## src/rtl/ctiPkg.sv

```systemverilog
package ctiPkg;
  localparam int DATA_W = 32;
  localparam int ADDR_W = 12;

  localparam logic [ADDR_W-1:0] OFS_CTRL   = 12'h000;
  localparam logic [ADDR_W-1:0] OFS_ACK    = 12'h010;
  localparam logic [ADDR_W-1:0] OFS_SET    = 12'h014;
  localparam logic [ADDR_W-1:0] OFS_CLR    = 12'h018;
  localparam logic [ADDR_W-1:0] OFS_PULSE  = 12'h01C;
  localparam logic [ADDR_W-1:0] OFS_OUTEN  = 12'h0A0;
  localparam logic [ADDR_W-1:0] OFS_STATUS = 12'h130;
  localparam logic [ADDR_W-1:0] OFS_GATE   = 12'h140;

  typedef enum logic [2:0] {
    RD_NONE, RD_CTRL, RD_SET, RD_OUTEN, RD_STATUS, RD_GATE
  } ctiRdSrc_e;

  typedef struct packed {
    logic              wrCtrl;
    logic              wrAck;
    logic              wrSet;
    logic              wrClear;
    logic              wrPulse;
    logic              wrOutEn;
    logic              wrGate;
    logic [7:0]        idx;
    logic [DATA_W-1:0] wdata;
  } ctiStrobes_t;

  typedef struct packed {
    ctiRdSrc_e  src;
    logic [7:0] idx;
  } ctiRdSel_t;
endpackage

```

## src/rtl/ctiRegCtrl.sv

```systemverilog
module ctiRegCtrl
  import ctiPkg::*;
#(
  parameter int NUM_TRIG = 8
) (
  input  logic              clk,
  input  logic              rstN,
  input  logic              reqValid,
  output logic              reqReady,
  input  logic              reqWrite,
  input  logic [ADDR_W-1:0] reqAddr,
  input  logic [DATA_W-1:0] reqWdata,
  output logic              rspValid,
  output logic [DATA_W-1:0] rspRdata,
  output ctiStrobes_t       strb,
  output ctiRdSel_t         rdSel,
  input  logic [DATA_W-1:0] rdValue
);
  localparam logic [ADDR_W-1:0] OUTEN_END = ADDR_W'(int'(OFS_OUTEN) + 4 * NUM_TRIG);

  logic              accept;
  logic              aligned;
  logic              inOutEn;
  logic [ADDR_W-1:0] outEnDelta;
  logic              wrAcc;

  assign reqReady   = 1'b1;
  assign accept     = reqValid && reqReady;
  assign wrAcc      = accept && reqWrite;
  assign aligned    = (reqAddr[1:0] == 2'b00);
  assign outEnDelta = reqAddr - OFS_OUTEN;
  assign inOutEn    = aligned && (reqAddr >= OFS_OUTEN) && (reqAddr < OUTEN_END);

  always_comb begin
    strb         = '0;
    strb.wdata   = reqWdata;
    strb.idx     = outEnDelta[9:2];
    if (wrAcc && aligned) begin
      strb.wrCtrl  = (reqAddr == OFS_CTRL);
      strb.wrAck   = (reqAddr == OFS_ACK);
      strb.wrSet   = (reqAddr == OFS_SET);
      strb.wrClear = (reqAddr == OFS_CLR);
      strb.wrPulse = (reqAddr == OFS_PULSE);
      strb.wrGate  = (reqAddr == OFS_GATE);
      strb.wrOutEn = inOutEn;
    end
  end

  always_comb begin
    rdSel.idx = outEnDelta[9:2];
    rdSel.src = RD_NONE;
    if (aligned) begin
      if (reqAddr == OFS_CTRL)        rdSel.src = RD_CTRL;
      else if (reqAddr == OFS_SET)    rdSel.src = RD_SET;
      else if (reqAddr == OFS_STATUS) rdSel.src = RD_STATUS;
      else if (reqAddr == OFS_GATE)   rdSel.src = RD_GATE;
      else if (inOutEn)               rdSel.src = RD_OUTEN;
    end
  end

  always_ff @(posedge clk) begin
    if (!rstN) begin
      rspValid <= 1'b0;
      rspRdata <= '0;
    end else begin
      rspValid <= accept;
      rspRdata <= (accept && !reqWrite) ? rdValue : '0;
    end
  end


  rsp_follows_req_chk: assert property (@(posedge clk) disable iff (!rstN)
    rspValid |-> $past(reqValid));
endmodule

```

## src/rtl/ctiDatapath.sv

```systemverilog
module ctiDatapath
  import ctiPkg::*;
#(
  parameter int NUM_CH   = 4,
  parameter int NUM_TRIG = 8
) (
  input  logic                clk,
  input  logic                rstN,
  input  ctiStrobes_t         strb,
  input  ctiRdSel_t           rdSel,
  output logic [DATA_W-1:0]   rdValue,
  input  logic [NUM_CH-1:0]   chIn,
  output logic [NUM_CH-1:0]   chOut,
  output logic [NUM_TRIG-1:0] trigOut
);
  localparam int IDX_W = (NUM_TRIG > 1) ? $clog2(NUM_TRIG) : 1;

  logic                enable;
  logic [NUM_CH-1:0]   setReg;
  logic [NUM_CH-1:0]   pulseQ;
  logic [NUM_CH-1:0]   gateReg;
  logic [NUM_CH-1:0]   outEn [NUM_TRIG];
  logic [NUM_TRIG-1:0] trigLatch;
  logic [NUM_CH-1:0]   localCh;
  logic [NUM_CH-1:0]   activeCh;
  logic [NUM_TRIG-1:0] hit;
  logic [NUM_TRIG-1:0] ackMask;
  logic [NUM_CH-1:0]   wCh;
  logic [IDX_W-1:0]    rdIdx;
  logic                unusedBits;

  assign wCh        = strb.wdata[NUM_CH-1:0];
  assign ackMask    = strb.wrAck ? strb.wdata[NUM_TRIG-1:0] : '0;
  assign rdIdx      = rdSel.idx[IDX_W-1:0];
  assign unusedBits = ^{strb.wdata, strb.idx, rdSel.idx};

  always_ff @(posedge clk) begin
    if (!rstN) begin
      enable  <= 1'b0;
      setReg  <= '0;
      pulseQ  <= '0;
      gateReg <= '1;
    end else begin
      if (strb.wrCtrl) enable <= strb.wdata[0];
      if (strb.wrGate) gateReg <= wCh;
      setReg <= (setReg | (strb.wrSet ? wCh : '0)) & ~(strb.wrClear ? wCh : '0);
      pulseQ <= strb.wrPulse ? wCh : '0;
    end
  end

  assign localCh  = setReg | pulseQ;
  assign activeCh = localCh | chIn;
  assign chOut    = localCh & gateReg & {NUM_CH{enable}};

  for (genvar n = 0; n < NUM_TRIG; n++) begin : gTrig
    assign hit[n] = |(outEn[n] & activeCh);

    always_ff @(posedge clk) begin
      if (!rstN) begin
        outEn[n]     <= '0;
        trigLatch[n] <= 1'b0;
      end else begin
        if (strb.wrOutEn && (strb.idx == 8'(n))) outEn[n] <= wCh;
        trigLatch[n] <= (trigLatch[n] && !ackMask[n]) || (enable && hit[n]);
      end
    end
  end

  assign trigOut = trigLatch & {NUM_TRIG{enable}};

  always_comb begin
    rdValue = '0;
    case (rdSel.src)
      RD_CTRL:   rdValue[0] = enable;
      RD_SET:    rdValue[NUM_CH-1:0] = setReg;
      RD_GATE:   rdValue[NUM_CH-1:0] = gateReg;
      RD_OUTEN:  rdValue[NUM_CH-1:0] = outEn[rdIdx];
      RD_STATUS: rdValue[NUM_TRIG-1:0] = trigOut;
      default:   rdValue = '0;
    endcase
  end


  pulse_one_cycle_chk: assert property (@(posedge clk) disable iff (!rstN)
    ((pulseQ != '0) && !strb.wrPulse) |=> (pulseQ == '0));


  latch_sticky_chk: assert property (@(posedge clk) disable iff (!rstN)
    (|(trigLatch & ~ackMask)) |=> ((trigLatch & $past(trigLatch & ~ackMask)) == $past(trigLatch & ~ackMask)));


  ack_clears_chk: assert property (@(posedge clk) disable iff (!rstN)
    (|(ackMask & ~hit)) |=> ((trigLatch & $past(ackMask & ~hit)) == '0));


  no_latch_disabled_chk: assert property (@(posedge clk) disable iff (!rstN)
    !enable |=> (trigLatch == $past(trigLatch & ~ackMask)));
endmodule

```

## src/rtl/crossTrigUnit.sv

```systemverilog
module crossTrigUnit
  import ctiPkg::*;
#(
  parameter int NUM_CH   = 4,
  parameter int NUM_TRIG = 8
) (
  input  logic                clk,
  input  logic                rstN,
  input  logic                reqValid,
  output logic                reqReady,
  input  logic                reqWrite,
  input  logic [ADDR_W-1:0]   reqAddr,
  input  logic [DATA_W-1:0]   reqWdata,
  output logic                rspValid,
  output logic [DATA_W-1:0]   rspRdata,
  input  logic [NUM_CH-1:0]   chIn,
  output logic [NUM_CH-1:0]   chOut,
  output logic [NUM_TRIG-1:0] trigOut,
  output logic                haltReq,
  output logic                restartReq
);
  ctiStrobes_t       strb;
  ctiRdSel_t         rdSel;
  logic [DATA_W-1:0] rdValue;

  ctiRegCtrl #(.NUM_TRIG(NUM_TRIG)) u_ctrl (
    .clk(clk), .rstN(rstN),
    .reqValid(reqValid), .reqReady(reqReady), .reqWrite(reqWrite),
    .reqAddr(reqAddr), .reqWdata(reqWdata),
    .rspValid(rspValid), .rspRdata(rspRdata),
    .strb(strb), .rdSel(rdSel), .rdValue(rdValue)
  );

  ctiDatapath #(.NUM_CH(NUM_CH), .NUM_TRIG(NUM_TRIG)) u_dp (
    .clk(clk), .rstN(rstN),
    .strb(strb), .rdSel(rdSel), .rdValue(rdValue),
    .chIn(chIn), .chOut(chOut), .trigOut(trigOut)
  );

  assign haltReq    = trigOut[0];
  assign restartReq = trigOut[1];
endmodule

```

## config.mk

```make
export PLATFORM = sky130hd
export DESIGN_NAME = crossTrigUnit
export DESIGN_NICKNAME = d
export VERILOG_FILES = /design/src/rtl/ctiPkg.sv /design/src/rtl/ctiRegCtrl.sv /design/src/rtl/ctiDatapath.sv /design/src/rtl/crossTrigUnit.sv
export SDC_FILE = /design/constraint.sdc
export NUM_CORES = 1
export LEC_CHECK = 0
export ABC_CLOCK_PERIOD_IN_PS = 3500
export CORE_MARGIN = 1
export CORE_UTILIZATION = 45
export CTS_CLUSTER_SIZE = 14
export DETAILED_ROUTE_END_ITERATION = 10
export GPL_ROUTABILITY_DRIVEN = 0
export GPL_TIMING_DRIVEN = 0
export PLACE_DENSITY = 0.76
export SYNTH_ARGS = -nofsm -noshare
export SYNTH_HDL_FRONTEND = slang
export SYNTH_SLANG_ARGS = --single-unit
```

## constraint.sdc

```tcl
create_clock -name clk -period 3.5 [get_ports clk]
set_input_delay 0.7 -clock clk [delete_from_list [all_inputs] [get_ports clk]]
set_output_delay 0.7 -clock clk [all_outputs]
set_load 0.01 [all_outputs]
```

# ---- After elaboration in Yosys (flattened, before gate mapping)
# Memories as Yosys holds them, arrays and structs flattened.
# Cells that the tools add are included.
dict set report word_totals {
  out_inout_bits 48
  ramBits 32
  mem_count 1
  reg_bits 54
}
# memory words width rd rd_clocked_by_memory_dff write_ports line_no
set memory_table {}
lappend memory_table {u_dp.outEn 8 4 9 0 8 ctiDatapath.sv:22} ;# logic [NUM_CH-1:0] outEn [NUM_TRIG];
dict set report classes {
  muxes 45
  order_cmp 2
  bitwise_logic 24
  n_eq_ne 18
  reduce_logical 60
  addsub 1
}
# operator n
set ops {}
lappend ops {{equality test 12 x 5 -> 1 bit, second input constant} 4}
lappend ops {{AND 4 bit} 11}
lappend ops {{2-to-1 mux 4 bit} 10}
lappend ops {{equality test 8 x 3 -> 1 bit, second input constant} 4}
lappend ops {{OR reduction 4 bit} 8}
lappend ops {{logical AND 1 bit} 29}
lappend ops {{2-to-1 mux 1 bit} 25}
lappend ops {{equality test 12 x 9 -> 1 bit, second input constant} 2}
lappend ops {{equality test 8 x 2 -> 1 bit, second input constant} 2}
lappend ops {{2-to-1 mux 3 bit} 5}
lappend ops {{greater-or-equal comparator 12 x 8 -> 1 bit, second input constant} 1}
lappend ops {{logical NOT 12 bit} 1}
lappend ops {{less-than comparator 12 x 8 -> 1 bit, second input constant} 1}
lappend ops {{bitwise OR 4 bit} 3}
lappend ops {{one-hot mux 3 bit (4 select lines)} 1}
lappend ops {{subtractor 10 x 8 -> 10 bit, second input constant} 1}
lappend ops {{logical NOT 1 bit} 9}
lappend ops {{AND 8 bit} 1}
lappend ops {{equality test 8 x 1 -> 1 bit, second input constant} 1}
lappend ops {{logical NOT 8 bit} 1}
lappend ops {{logical OR 1 bit} 8}
lappend ops {{2-to-1 mux 8 bit} 1}
lappend ops {{bitwise OR 1 bit} 8}
lappend ops {{2-to-1 mux 7 bit} 1}
lappend ops {{other kinds (9)} 12}

# ---- Logic depth before layout (Yosys ltp)
dict set report depth {
  ltp_word 11
  depth_mapped 7
}

# ---- Hierarchy
# From an unflattened synthesis, not the netlist that was laid out.
dict set report unflattened {
  hier_cells 454
  area_unflattened_um2 4520.6
}
# module seq_area_each_um2 cells_per_inst area_each_um2 instances
set by_module_without_submodules {}
lappend by_module_without_submodules {ctiDatapath 1381.3 295 3001.6 1}
lappend by_module_without_submodules {ctiRegCtrl 660.6 157 1503.9 1}
lappend by_module_without_submodules {crossTrigUnit 0.0 2 15.0 1}

# ---- Least setup slack after synthesis
# OpenSTA, ideal clock, no wires.
dict set report synth_timing {
  path_type {input-to-reg}
  from {in reqAddr[1]}
  to {mem u_dp.outEn[0][0] (enable)}
  t_arrival_ps 2416
  setup_ps 373
  setup_slack_ps 711
  path_stages 4
  required_ps 3127
  cell_sequence {or4b_2 nor4_4 o21ai_2 o31ai_1}
}
# item line_no
set synth_lines {}
lappend synth_lines {{start, declared} crossTrigUnit.sv:12} ;# input logic [ADDR_W-1:0] reqAddr,
lappend synth_lines {{end, declared} ctiDatapath.sv:22}

==> flow_summary.yaml <==
grt:
  grt_use_met3_pct: 7.50
  grt_pass1_wl_um: 13200
  grt_max_degree: 11
  busiest_layer: "met2"
  grt.total_usage_pct: 23.0
  grt-ovfl-total: 0
  antenna_found_initial: 0
  grt_pass1_vias: 2630
  grt_use_met2_pct: 35.7
  grt_use_met1_pct: 27.9
logic_synthesis:
  ys.flop_type: "edfxtp_1"
  yosysWarnings: 0
  async_reset_ff_share_pct: 0
  syn_area_um2: 3450
  yosysSeqAreaShare_pct: 45.2
  synth_cell_types: 53
  syn_area_per_cell_um2: 10.4
  synth_edf_count: 32
  netlist_instances: 332
  ys_ff_latch: 62
pwr:
  power_uw: 1640
  power.leakage_uw: 0.00162
  power_density_nw_per_um2: 377
  irDropWorstVdd_mv: 0.253
routing:
  drc: 0
  wl_per_cell_um: 17.0
  first_iter_violations: 173
  wirelength_um: 8820
  vias: 2914
  via_per_inst: 5.61
  route.antenna.remaining_nets: 0
  detail_route.first_pass.iterations: 5
place:
  pre_cts_ws_ns: -0.156
  dp_hpwl_um: 6700
  place_area_um2: 4150
  portBuffers: 49
timing:
  tns_ns: 0
  slew_viol_final: 0
  worst_slack_ns: 0.203
  hold_viol: 0
  rsz0062_at_grt: "false"
  setup-violations-final: 0
  min_period_over_period_pct: 94.2
  fin_crit_ns: 3.30
  skew_ns: 0.00760
  max_freq_mhz: 303
  max_slew.worst_pin.slew_ns: 0.941
  slew_headroom_pct: 36.4
job:
  drv_cap: 0
clock_network:
  cts_tree: "done"
  cts_buffers: 9
  root_buffer: "clkbuf_8"
  clk_transition_reported_paths_ns: 0.07
  ctsResizeCount: 0
  cts-htree-levels: 3
  ctsHoldBuffers: 0
  post-cts-setup-buffer-count: 0
  clockBufferDepth: 2
  insertion_delay_ns: 0.35
  clock_sinks: 62
finish:
  drive_gt1_share_pct: 15.2
  syn2layout_area_growth_pct: 26.4
  n_antenna_cell: 0
  utilization_pct: 59.5
  final_nets: 469
  fin_area_um2: 4360
  nFillCells: 609
setup_path:
  rrSetupSlack_ns: 1.86
  worstReg2RegStart: "u_dp.setReg[0]"
  crit_fanout: 9
  endpoint_kind: "flip-flop"
  ff2ff_path_depth: 5
  cp.required_ns: 3.48
  r2r-end: "u_dp.trigLatch[3]"
  start_kind: "primary input"
  cp.arrival_ns: 3.28
  critPathKind: "primary input to flip-flop"
floorplan:
  core_um2: 7330
  io_pins: 100
  dieArea_um2: 8030
  die_w_um: 89.6
  start_util_pct: 47.1
  fp-row-count: 31
  die_h_um: 89.6
hold_path:
  holdPathEnd: "u_ctrl.rspRdata[4]"
  hold_class: "flip-flop to flip-flop"
  hold_depth: 1
  hp-start: "u_dp.trigLatch[4]"
outcome:
  outcome: "complete, no violations"
layer usage:
layer / up-vias / share of wire, %
li1: 1368 / -
met1: 1353 / 42
met2: 163 / 46
met3: 30 / 8.0
met4: 0 / 3.7
met5: - / 0
metrics by stage:
stage                     hold WS (ns)  std cells
after floorplan                  0.438        355
after global placement           0.463        503
after detailed placement         0.464        503
after CTS                        0.482        519
after global routing             0.496        519
final                            0.489        519
worst max path at each step:
| stage | start | to | slack, ns | cells after the start |
|---|---|---|---|---|
| finish | reqAddr[5] | u_dp.outEn[6][3] | 0.20 | 7 |
| global route | reqAddr[5] | u_dp.outEn[6][3] | 0.03 | 7 |
| CTS | reqAddr[5] | u_dp.outEn[6][3] | 0.21 | 7 |
| detailed placement | reqAddr[5] | u_dp.outEn[6][2] | -0.16 | 7 |
| global placement | reqAddr[7] | u_dp.outEn[0][3] | -0.05 | 5 |
| floorplan | reqAddr[1] | u_dp.outEn[0][0] | 0.71 | 4 |
cell families after synthesis:
logic type / Yosys count / synth area share (%)
AO/OA/AOI/OAI: 85 / 19.1
adder cells (fa/ha/maj): 2 / 0.725
buffers and inverters: 51 / 8.66
flip-flops: 62 / 45.2
multiplexers: 14 / 6.96
other: 2 / 0.218
AND/OR/NAND/NOR: 116 / 19.1
where the power goes:
| group | total, uW | switching, uW | internal (uW) |
|---|---|---|---|
| logic | 181 | 95.6 | 85.6 |
| registers | 795 | 12.9 | 782 |
| clock network | 667 | 277 | 390 |
| total | 1640 | 386 | 1260 |
state kept, by name, summed over array words and instances, names as in the netlist:
name and flops:
u_dp.setReg 4, u_dp.gateReg 4, u_ctrl.rspRdata 8, u_dp.pulseQ 4, u_dp.trigLatch 8, u_ctrl.rspValid 1, u_dp.outEn 32, u_dp.enable 1
Yosys cell counts, drive strengths merged, types with 5 or more instances:
master	count	area [um2]
and2	17	106
nor4	8	77.6
nor2	35	131
a21boi	16	120
dfxtp	30	601
inv	6	22.5
clkbuf	13	50.0
nand3	6	30.0
nand2	16	60.1
buf	32	226
edfxtp	32	961
mux4	8	180
a22oi	16	120
o31ai	8	60.1
o21a	12	90.1
a21oi	7	35.0
mux2i	6	60.1
or3	5	31.3
cell usage in the layout (no fill, tap or decap), types with 5 or more instances in the layout:
cell,n
or3_1,5
conb_1,25
a21oi_1,7
o31ai_1,8
buf_4,27
clkbuf_8,10
a21boi_0,16
nor4_1,5
and2_1,17
clkdlybuf4s50_1,49
a22oi_1,16
mux4_2,8
nand3_1,6
o21a_1,12
edfxtp_1,32
mux2i_1,6
nor2_1,35
inv_1,6
dfxtp_1,30
clkbuf_1,14
nand2_1,16
worst max-delay path, stage by stage:
cell and delay, ns:
clkdlybuf4s50_1 0.48, buf_2 0.19, inv_1 0.11, ha_1 0.24, a2111oi_2 0.65, o21ai_2 0.24
o31ai_1 0.67
area by class of cell:
type,count,area (um2),share of cell area [%]
clock buffers,13,170,3.90
well taps,99,124,2.84
flip-flops and latches,62,1560,35.8
multi-input cells,242,1680,38.5
repair buffers,49,490,11.2
inverters,6,22.5,0.516
plain buffers,45,277,6.34
clock inverters,3,40.0,0.918
Note: power is estimated with default switching activity, not from simulation.
